===== src/rtl/ctp_pkg.sv =====
package ctp_pkg;

   function automatic int idx_width(input int n);
      return (n > 1) ? $clog2(n) : 1;
   endfunction

   function automatic bit is_pow2(input int n);
      return (n > 0) && ((n & (n - 1)) == 0);
   endfunction

endpackage


===== src/rtl/ctp_pending.sv =====
module ctp_pending #(
   parameter int LINES          = 2,
   parameter int TIMEOUT_FRAMES = 64,
   parameter int IW             = 1
) (
   input  logic             clk,
   input  logic             rst_n,
   input  logic             frame_tick_i,
   input  logic [LINES-1:0] present_i,
   input  logic             cmd_valid_i,
   input  logic             cmd_bcast_i,
   input  logic [IW-1:0]    cmd_codec_i,
   input  logic [LINES-1:0] hit_i,
   output logic             cmd_ready_o,
   output logic [LINES-1:0] pend_o,
   output logic [LINES-1:0] timeout_err_o
);
   localparam int TW = $clog2(TIMEOUT_FRAMES + 1);

   logic [LINES-1:0] want_v, left_v, pend_d, pend_q, terr_q;
   logic [TW-1:0]    tmr_q;
   logic             idle, fire, expire;

   assign idle   = (pend_q == '0);
   assign fire   = idle && cmd_valid_i;
   assign expire = !idle && frame_tick_i && (tmr_q == TW'(TIMEOUT_FRAMES - 1));

   for (genvar l = 0; l < LINES; l++) begin : g_line
      assign want_v[l] = cmd_bcast_i ? present_i[l] : (cmd_codec_i == IW'(l));
      assign left_v[l] = pend_q[l] && !hit_i[l];
      assign pend_d[l] = fire ? want_v[l] : (expire ? 1'b0 : left_v[l]);
   end

   always_ff @(posedge clk or negedge rst_n) begin
      if (!rst_n) begin
         pend_q <= '0;
         tmr_q  <= '0;
         terr_q <= '0;
      end else begin
         pend_q <= pend_d;
         if (fire) begin
            tmr_q <= '0;
         end else if (!idle && frame_tick_i) begin
            tmr_q <= expire ? '0 : tmr_q + 1'b1;
         end
         if (expire) begin
            terr_q <= terr_q | left_v;
         end
      end
   end

   assign cmd_ready_o   = idle;
   assign pend_o        = pend_q;
   assign timeout_err_o = terr_q;

   AST_PEND_NO_GROW: assert property (@(posedge clk) disable iff (!rst_n)
      !fire |=> ((pend_q & ~$past(pend_q)) == '0));
   AST_ERR_ON_TICK: assert property (@(posedge clk) disable iff (!rst_n)
      !frame_tick_i |=> $stable(terr_q));
   AST_ERR_STICKY: assert property (@(posedge clk) disable iff (!rst_n)
      1'b1 |=> ((terr_q & $past(terr_q)) == $past(terr_q)));

endmodule


===== src/rtl/ctp_rsp_fifo.sv =====
module ctp_rsp_fifo #(
   parameter int LINES = 2,
   parameter int DW    = 32,
   parameter int DEPTH = 4,
   parameter int IW    = 1
) (
   input  logic                clk,
   input  logic                rst_n,
   input  logic [LINES-1:0]    push_v_i,
   input  logic [LINES*DW-1:0] push_data_i,
   input  logic [LINES-1:0]    push_unsol_i,
   input  logic                pop_ready_i,
   output logic                head_valid_o,
   output logic [DW-1:0]       head_data_o,
   output logic [IW-1:0]       head_idx_o,
   output logic                head_unsol_o,
   output logic                drop_o
);
   localparam int PW = $clog2(DEPTH);
   localparam int CW = $clog2(DEPTH + 1);

   logic [DW-1:0]    mem_d [DEPTH];
   logic [IW-1:0]    mem_i [DEPTH];
   logic             mem_u [DEPTH];
   logic [PW-1:0]    wr_q, rd_q;
   logic [CW-1:0]    cnt_q;
   logic             pop;
   logic [LINES-1:0] take;
   logic [PW-1:0]    slot [LINES];
   logic [CW-1:0]    n_take;

   always_comb begin
      int room;
      int used;
      pop    = (cnt_q != '0) && pop_ready_i;
      room   = DEPTH - int'(cnt_q) + (pop ? 1 : 0);
      used   = 0;
      take   = '0;
      drop_o = 1'b0;
      for (int l = 0; l < LINES; l++) begin
         slot[l] = wr_q + PW'(used);
         if (push_v_i[l]) begin
            if (used < room) begin
               take[l] = 1'b1;
               used    = used + 1;
            end else begin
               drop_o = 1'b1;
            end
         end
      end
      n_take = CW'(used);
   end

   always_ff @(posedge clk or negedge rst_n) begin
      if (!rst_n) begin
         wr_q  <= '0;
         rd_q  <= '0;
         cnt_q <= '0;
      end else begin
         wr_q  <= wr_q + PW'(n_take);
         rd_q  <= rd_q + PW'(pop);
         cnt_q <= cnt_q + n_take - CW'(pop);
      end
   end

   always_ff @(posedge clk) begin
      for (int l = 0; l < LINES; l++) begin
         if (take[l]) begin
            mem_d[slot[l]] <= push_data_i[l*DW +: DW];
            mem_i[slot[l]] <= IW'(l);
            mem_u[slot[l]] <= push_unsol_i[l];
         end
      end
   end

   assign head_valid_o = (cnt_q != '0);
   assign head_data_o  = mem_d[rd_q];
   assign head_idx_o   = mem_i[rd_q];
   assign head_unsol_o = mem_u[rd_q];

   AST_NO_OVERFLOW: assert property (@(posedge clk) disable iff (!rst_n)
      int'(cnt_q) <= DEPTH);
   AST_HEAD_HOLD: assert property (@(posedge clk) disable iff (!rst_n)
      (head_valid_o && !pop_ready_i) |=> (head_valid_o && $stable(head_data_o)
         && $stable(head_idx_o) && $stable(head_unsol_o)));

endmodule


===== src/rtl/cmd_resp_tracker.sv =====
module cmd_resp_tracker #(
   parameter  int NUM_LINES      = 2,
   parameter  int DATA_W         = 32,
   parameter  int BUF_DEPTH      = 4,
   parameter  int TIMEOUT_FRAMES = 64,
   localparam int IW             = ctp_pkg::idx_width(NUM_LINES)
) (
   input  logic                    clk,
   input  logic                    rst_n,
   input  logic                    frame_tick,
   input  logic [NUM_LINES-1:0]    present_mask,
   input  logic                    cmd_valid,
   input  logic                    cmd_bcast,
   input  logic [IW-1:0]           cmd_codec,
   output logic                    cmd_ready,
   input  logic [NUM_LINES-1:0]    rsp_valid,
   input  logic [NUM_LINES-1:0]    rsp_unsol,
   input  logic [NUM_LINES*DATA_W-1:0] rsp_data,
   output logic                    out_valid,
   input  logic                    out_ready,
   output logic [DATA_W-1:0]       out_data,
   output logic [IW-1:0]           out_codec,
   output logic                    out_unsol,
   output logic [NUM_LINES-1:0]    timeout_err,
   output logic                    overflow_err
);
   if (NUM_LINES < 1 || NUM_LINES > 2) begin : g_bad_lines
      $error("cmd_resp_tracker: NUM_LINES must be 1 or 2");
   end
   if (!ctp_pkg::is_pow2(BUF_DEPTH) || BUF_DEPTH < 2) begin : g_bad_depth
      $error("cmd_resp_tracker: BUF_DEPTH must be a power of two, at least 2");
   end
   if (TIMEOUT_FRAMES < 1 || DATA_W < 1) begin : g_bad_misc
      $error("cmd_resp_tracker: TIMEOUT_FRAMES and DATA_W must be positive");
   end

   logic [NUM_LINES-1:0] hit, pend;
   logic                 drop, ovf_q;

   assign hit = rsp_valid & ~rsp_unsol;

   ctp_pending #(
      .LINES(NUM_LINES), .TIMEOUT_FRAMES(TIMEOUT_FRAMES), .IW(IW)
   ) pend_i (
      .clk(clk), .rst_n(rst_n), .frame_tick_i(frame_tick),
      .present_i(present_mask), .cmd_valid_i(cmd_valid),
      .cmd_bcast_i(cmd_bcast), .cmd_codec_i(cmd_codec), .hit_i(hit),
      .cmd_ready_o(cmd_ready), .pend_o(pend), .timeout_err_o(timeout_err)
   );

   ctp_rsp_fifo #(
      .LINES(NUM_LINES), .DW(DATA_W), .DEPTH(BUF_DEPTH), .IW(IW)
   ) fifo_i (
      .clk(clk), .rst_n(rst_n), .push_v_i(rsp_valid), .push_data_i(rsp_data),
      .push_unsol_i(rsp_unsol), .pop_ready_i(out_ready),
      .head_valid_o(out_valid), .head_data_o(out_data),
      .head_idx_o(out_codec), .head_unsol_o(out_unsol), .drop_o(drop)
   );

   always_ff @(posedge clk or negedge rst_n) begin
      if (!rst_n) ovf_q <= 1'b0;
      else if (drop) ovf_q <= 1'b1;
   end
   assign overflow_err = ovf_q;

   for (genvar l = 0; l < NUM_LINES; l++) begin : g_chk
      AST_UNSOL_NOT_COUNTED: assert property (@(posedge clk) disable iff (!rst_n)
         (rsp_valid[l] && rsp_unsol[l] && pend[l] && !frame_tick) |=> pend[l]);
   end
   AST_OVF_STICKY: assert property (@(posedge clk) disable iff (!rst_n)
      $past(overflow_err) |-> overflow_err);

endmodule


===== config.mk =====
export PLATFORM = sky130hd
export DESIGN_NAME = cmd_resp_tracker
export DESIGN_NICKNAME = d
export VERILOG_FILES = /design/src/rtl/ctp_pkg.sv /design/src/rtl/ctp_pending.sv /design/src/rtl/ctp_rsp_fifo.sv /design/src/rtl/cmd_resp_tracker.sv
export SDC_FILE = /design/constraint.sdc
export NUM_CORES = 1
export LEC_CHECK = 0
export CAP_MARGIN = 20
export CORE_MARGIN = 2
export CORE_UTILIZATION = 55
export DETAILED_ROUTE_END_ITERATION = 16
export PLACE_DENSITY = 0.81
export SLEW_MARGIN = 20
export SYNTH_ARGS = -nofsm -noshare
export SYNTH_HDL_FRONTEND = slang
export SYNTH_SLANG_ARGS = --single-unit

===== constraint.sdc =====
create_clock -name clk -period 7 [get_ports clk]
set_input_delay 1.05 -clock clk [delete_from_list [all_inputs] [get_ports clk]]
set_output_delay 1.05 -clock clk [all_outputs]
set_load 0.02 [all_outputs]

Yosys cells after proc, flatten, opt, wreduce, memory -nomap -nowiden
Memory sizes are Yosys's and may differ from the RTL's.
Cells that the tools add are included.
{ "word_totals": {"reg_bits": 19, "latchBits": 0, "ramBits": 136, "rom_bits": 0, "input_bits": 77, "out_inout_bits": 39, "elab_cells": 64, "mem_count": 3} }
{ "classes": {"n_addsub": 9, "multipliers": 0, "n_div": 0, "n_lt_le_gt_ge": 2, "n_eq_ne": 1, "shifts": 0, "mux": 26, "bitwise_logic": 4, "n_reduce_logical": 12} }
{ "mem_list": {"columns": ["name", "words", "width", "rd", "rd_clocked_by_memory_dff", "write_ports", "line_no", "text"], "rows": [
  ["fifo_i.mem_d", 4, 32, 1, 0, 2, "ctp_rsp_fifo.sv:22", "logic [DW-1:0] mem_d [DEPTH];"],
  ["fifo_i.mem_i", 4, 1, 1, 0, 2, "ctp_rsp_fifo.sv:23", "logic [IW-1:0] mem_i [DEPTH];"],
  ["fifo_i.mem_u", 4, 1, 1, 0, 2, "ctp_rsp_fifo.sv:24", "logic mem_u [DEPTH];"]
]} }
{ "ops": {"columns": ["cell", "n"], "rows": [
  ["adder 32 bit", 1],
  ["< comparator 1 x 32 -> 1 bit, first input constant", 1],
  ["< comparator 2 x 32 -> 1 bit", 1],
  ["2-to-1 mux 1 bit", 21],
  ["2-to-1 mux 7 bit", 3],
  ["adder 7 x 1 -> 7 bit, second input constant", 1],
  ["== test 7 x 6 -> 1 bit, second input constant", 1],
  ["logical AND 1 bit", 6],
  ["2-to-1 mux 3 bit", 2],
  ["adder 2 bit", 2],
  ["subtractor 3 x 3 -> 4 bit, first input constant", 1],
  ["adder 3 x 2 -> 3 bit, second input constant", 1],
  ["adder 3 bit", 1],
  ["zero test 1 bit", 3],
  ["nonzero test 3 bit", 1],
  ["subtractor 3 x 1 -> 3 bit", 1],
  ["adder 2 x 1 -> 2 bit", 1],
  ["AND 2 bit", 1],
  ["zero test 2 bit", 1],
  ["NOT 2 bit", 1],
  ["bitwise OR 2 bit", 1],
  ["nonzero test 2 bit", 1],
  ["NOT 1 bit", 1]
]} }

Longest topological paths before layout
{ "logic_depth": {"ltp_word": 12, "mapped_depth": 20, "ltp_nobuf": 19} }

Modules after synthesis
A second synthesis with hierarchy kept.
{ "hier_totals": {"cells_unflattened": 486, "hier_area_um2": 7956.4} }
{ "by_module_without_submodules": {"columns": ["module", "n_inst", "cells_per_inst", "area_each_um2", "seq_area_each_um2"], "rows": [
  ["ctp_rsp_fifo", 1, 423, 7328.3, 4219.0],
  ["ctp_pending", 1, 59, 584.3, 275.3],
  ["cmd_resp_tracker", 1, 4, 43.8, 25.0]
]} }

Worst setup path after synthesis
No wires, ideal clock.
{ "synth_path": {"path_type": "input -> register", "start": "input out_ready", "end": "memory fifo_i.mem_d[0][0], enable pin", "setup_ns": 0.469, "t_arrival_ns": 5.212, "slack_ns": 1.319, "path_stages": 15, "n_path_buf": 1, "cell_sequence": "nor2b_1 -> ha_1 -> nand3b_1 -> a211o_1 -> ha_1 -> and4bb_2 -> o2111a_1 -> and3_1 -> nor2_1 -> ha_1 -> or3b_1 -> nor2_1 -> o21ai_4 -> buf_6 -> o21ai_0"} }
{ "synth_rtl": {"columns": ["element", "line_no", "text"], "rows": [
  ["from (decl)", "cmd_resp_tracker.sv:20", "input logic out_ready,"],
  ["to (decl)", "ctp_rsp_fifo.sv:22", null]
]} }

==> summary.txt <==
Outcome
  • Status: completed

STA
  • Final Hold Fails: 0
  • Final Critical Period: 5.52 ns
  • Final Slew Violations: 0
  • Slew @ Worst Pin: approximately 0.91 ns
  • Setup TNS Final: 0 ns
  • Finish-stage setup viols: 0
  • Fmax: 181 MHz
  • Final worst slack: between 1 and 1.5 ns
  • Slew HR: between 30 and 40%
  • Tcrit/Tclk final: between 70% and 80%
  • RSZ-0062 raised after global routing: false
  • Clk_skew: between 0.009 and 0.01 ns

Detailed routing
  • Total routed wirelength: around 17000 µm
  • Drt first pass iters: 7
  • DRC: 0
  • Vias post-DR: about 4.7k
  • ANT nets after route: 0
  • Wire per inst: 21.3 µm
  • Vias per inst: just under 6
  • Initial DRC Count: between 300 and 400

Critical path
  • Critical path depth in cells: 16
  • Largest fanout on the critical path: 17
  • Capture point of the critical path: fifo_i.mem_d[2][14]
  • Crit path DAT: 5.62 ns
  • Worst R2R Start: fifo_i.cnt_q[0]
  • CP max stage delay: 0.51 ns
  • CP delay by family, top: simple AND/OR/NAND/NOR gates
  • Buf+Inv Stages, Crit Path: 2
  • CP endpoint kind: register
  • CP max-delay cell: and3_1
  • Crit path kind: in -> reg
  • FF-to-FF path depth: 18
  • Crit path launch: out_ready
  • Worst EP required: between 7 and 8 ns
  • Crit-path most repeated cell: ha_1
  • Reg2Reg Setup Slack: ~1.7 ns
  • Startpoint type of the worst setup path: input port
  • Reg2Reg Capture Point: fifo_i.mem_d[2][14]
  • CP Cell Sequence: clkdlybuf4s50_1, nor2b_1, ha_1, nand3b_1, a211o_1, ha_1, and4bb_2, o2111a_1, and3_1, nor2_1, ha_1, or3b_1, nor2_1, o21ai_4, o21ai_4, buf_4

Pwr
  • Sequential power share: 36.5%
  • Gate power share: roughly 46%
  • Clock power frac: between 15 and 20%
  • Leak Pwr: 3.45 nW
  • Power Dens Cells: ~470 nW/µm²
  • Switching pwr: approximately 1.6 mW
  • Switching Share: between 30% and 40%
  • Worst VDD drop: 0.194 mV
  • Internal power: roughly 3 mW

GRT
  • Initial antenna violation count: 0
  • Total GRT Usage: about a quarter
  • Met3 GRT Util: between 5 and 6%
  • GRT met1 Usage: a little under a third
  • Vias in the first global route: approximately 5k
  • Largest net degree at the start of global routing: 36
  • First-pass GRT wire length: 26500 µm
  • GR Layer Usage met2: 40.1%
  • GRT Max-Usage Layer: met2
  • Total grt overflow: 0

Synth
  • Yosys synthesis warning count: 0
  • Post-synth EDFFs: approximately 130
  • Most common cell in the netlist: edfxtp_1
  • Sequential area share after synthesis: 57.0%
  • Yosys top cell area share: between 40% and 50%
  • Post-synth top cells: 132 x edfxtp_1, 115 x mux2_2, 34 x mux4_2
  • Top cells by area, synth: edfxtp_1 50%, mux2_2 16%, mux4_2 9.7%
  • Mapped Avg Cell Area: 16.6 µm²
  • Largest area contributor in the netlist: edfxtp_1
  • Syn Std Cell Area: about 8000 µm²
  • Synth Register Bits: between 150 and 200
  • Netlist cell types: 45
  • Share of flip-flops with an asynchronous set or reset: 12.3%
  • Top FF cell, synth: edfxtp_1
  • Post-Syn Nets: approximately 570
  • Cells after synthesis: roughly 480

Placement
  • DP Wirelength: about 11000 µm
  • Port Buffers: between 100 and 150
  • Routability-driven placement congestion ratio: 0.823
  • Pre-CTS WS: just over 1 ns

Finish
  • Number of diodes: 0
  • Layout fillers: ~950
  • Area Growth Syn to Fin: 23.0%
  • Flip-flop and latch area: between 4000 and 5000 µm²
  • Final Net Count: 695
  • Multi-input logic area: around 3200 µm²
  • Share of layout cells above drive strength 1: 32.2%

Floorplan
  • Row cnt: 43
  • Die W: 124 µm
  • Core ar.: 14000 µm²
  • Initial Util: 56.7%
  • Chip Height: 124 µm
  • Die footprint: between 15000 and 20000 µm²
  • I/O Pins: about 120

CTS
  • Clock latency on the worst-skew pair: 0.42 ns
  • H-tree depth: 4
  • Total CTS buffers: 17
  • Clock Pin Slew Worst Setup and Hold Paths: 0.06 ns
  • Sink Count: 155
  • Post-CTS setup buffers: 0
  • Hold_buf cts: 0
  • CTS tree: done
  • Post-CTS sizing: 0
  • Clk buf depth: 2
  • CTS Root Cell: clkbuf_16

Job
  • Max-cap violations: 0

Hold path
  • Min-delay worst type: reg -> reg
[kinds of logic after synthesis]
kind of cell / share of synthesized area [%]
DFF: 57.0
buffers and inverters: 2.95
adders and majority gates: 2.93
muxes: 28.5
AOI/OAI and AO/OA: 4.46
and+or+nand+nor: 3.19
xor gates and xnor gates: 0.993
[tightest hold or removal path: stages (launching register included)]
cell     delay, ns
dfxtp_1       0.31
inv_1         0.04
o21ai_0       0.06
[flip-flops by register name (all words and copies together), names as in the netlist]
signal and cells:
fifo_i.cnt_q 3, fifo_i.mem_d 128, fifo_i.mem_i 4, fifo_i.mem_u 4
fifo_i.rd_q 2, fifo_i.wr_q 2, overflow_err 1, pend_i.pend_o 2
pend_i.timeout_err_o 2, pend_i.tmr_q 7
[cells in the final DEF (no fill, tap or decap), types with 2 or more instances in the layout]
master / instances
nor2_1: 13
nand3_1: 3
and3_1: 2
clkinv_2: 4
clkbuf_16: 17
o31ai_1: 3
o21ai_4: 8
dfrtp_1: 17
dfxtp_1: 4
dfrtp_2: 2
clkdlybuf4s50_1: 115
mux2_2: 115
o21bai_1: 3
nor2b_1: 2
a31oi_1: 7
and3b_1: 2
nand2_1: 10
or2_2: 2
clkbuf_1: 2
clkinv_1: 4
ha_1: 17
mux2_1: 17
mux4_2: 34
xor2_1: 4
o21ai_0: 12
or3_1: 2
xnor2_1: 5
edfxtp_1: 132
nand3b_1: 4
inv_1: 15
buf_4: 9
a21oi_1: 4
nand2b_1: 2
o22ai_1: 2
[routing by layer]
metal  wire, µm  share of wire (%)
met1       6970                 41
met2       8680                 51
met3       1020                6.0
met4        218                1.3
met5          0                  0
[per-stage QoR]
stage / util [%] / instance area, µm² / hold slack (ns) / power [mW] / cells
floorplan: - / 7930 / 0.438 / 3.07 / 479
global placement: 66.1 / 9250 / 0.456 / 3.72 / 761
detailed placement: 66.1 / 9250 / 0.459 / 3.79 / 761
CTS: 69.8 / 9760 / 0.468 / 4.62 / 791
global route: 69.8 / 9760 / 0.497 / 4.82 / 791
finish: 69.8 / 9760 / 0.464 / 4.57 / 791
[final cells by class]
type	count	area share, %
clock inverter	11	0.833
inverter	15	0.577
tap	180	2.31
sequential	155	46.3
timing repair buffer	124	12.5
clock buffer	19	4.43
multi-input combinational	287	33.0
[worst min path at each step]
stage,startpoint,endpoint,slack (ns),depth (start not counted)
4_1_cts,fifo_i.mem_i[0],fifo_i.mem_i[0],0.47,2
3_3_place_gp,fifo_i.mem_i[1],fifo_i.mem_i[1],0.46,2
3_5_place_dp,fifo_i.mem_i[0],fifo_i.mem_i[0],0.46,2
5_1_grt,fifo_i.mem_i[2],fifo_i.mem_i[2],0.50,2
2_1_floorplan,fifo_i.mem_i[2],fifo_i.mem_i[2],0.44,2
6_report,fifo_i.mem_i[0],fifo_i.mem_i[0],0.46,2
[power groups by stage]
stage | logic, mW | registers [mW] | clock network (mW)
final | 2.09 | 1.67 | 0.813
after global routing | 2.25 | 1.71 | 0.864
after CTS | 2.12 | 1.67 | 0.827
after detailed placement | 2.09 | 1.69 | 0
after global placement | 2.05 | 1.67 | 0
after floorplan | 1.47 | 1.60 | 0
Note: power is estimated with default switching activity, not from simulation.
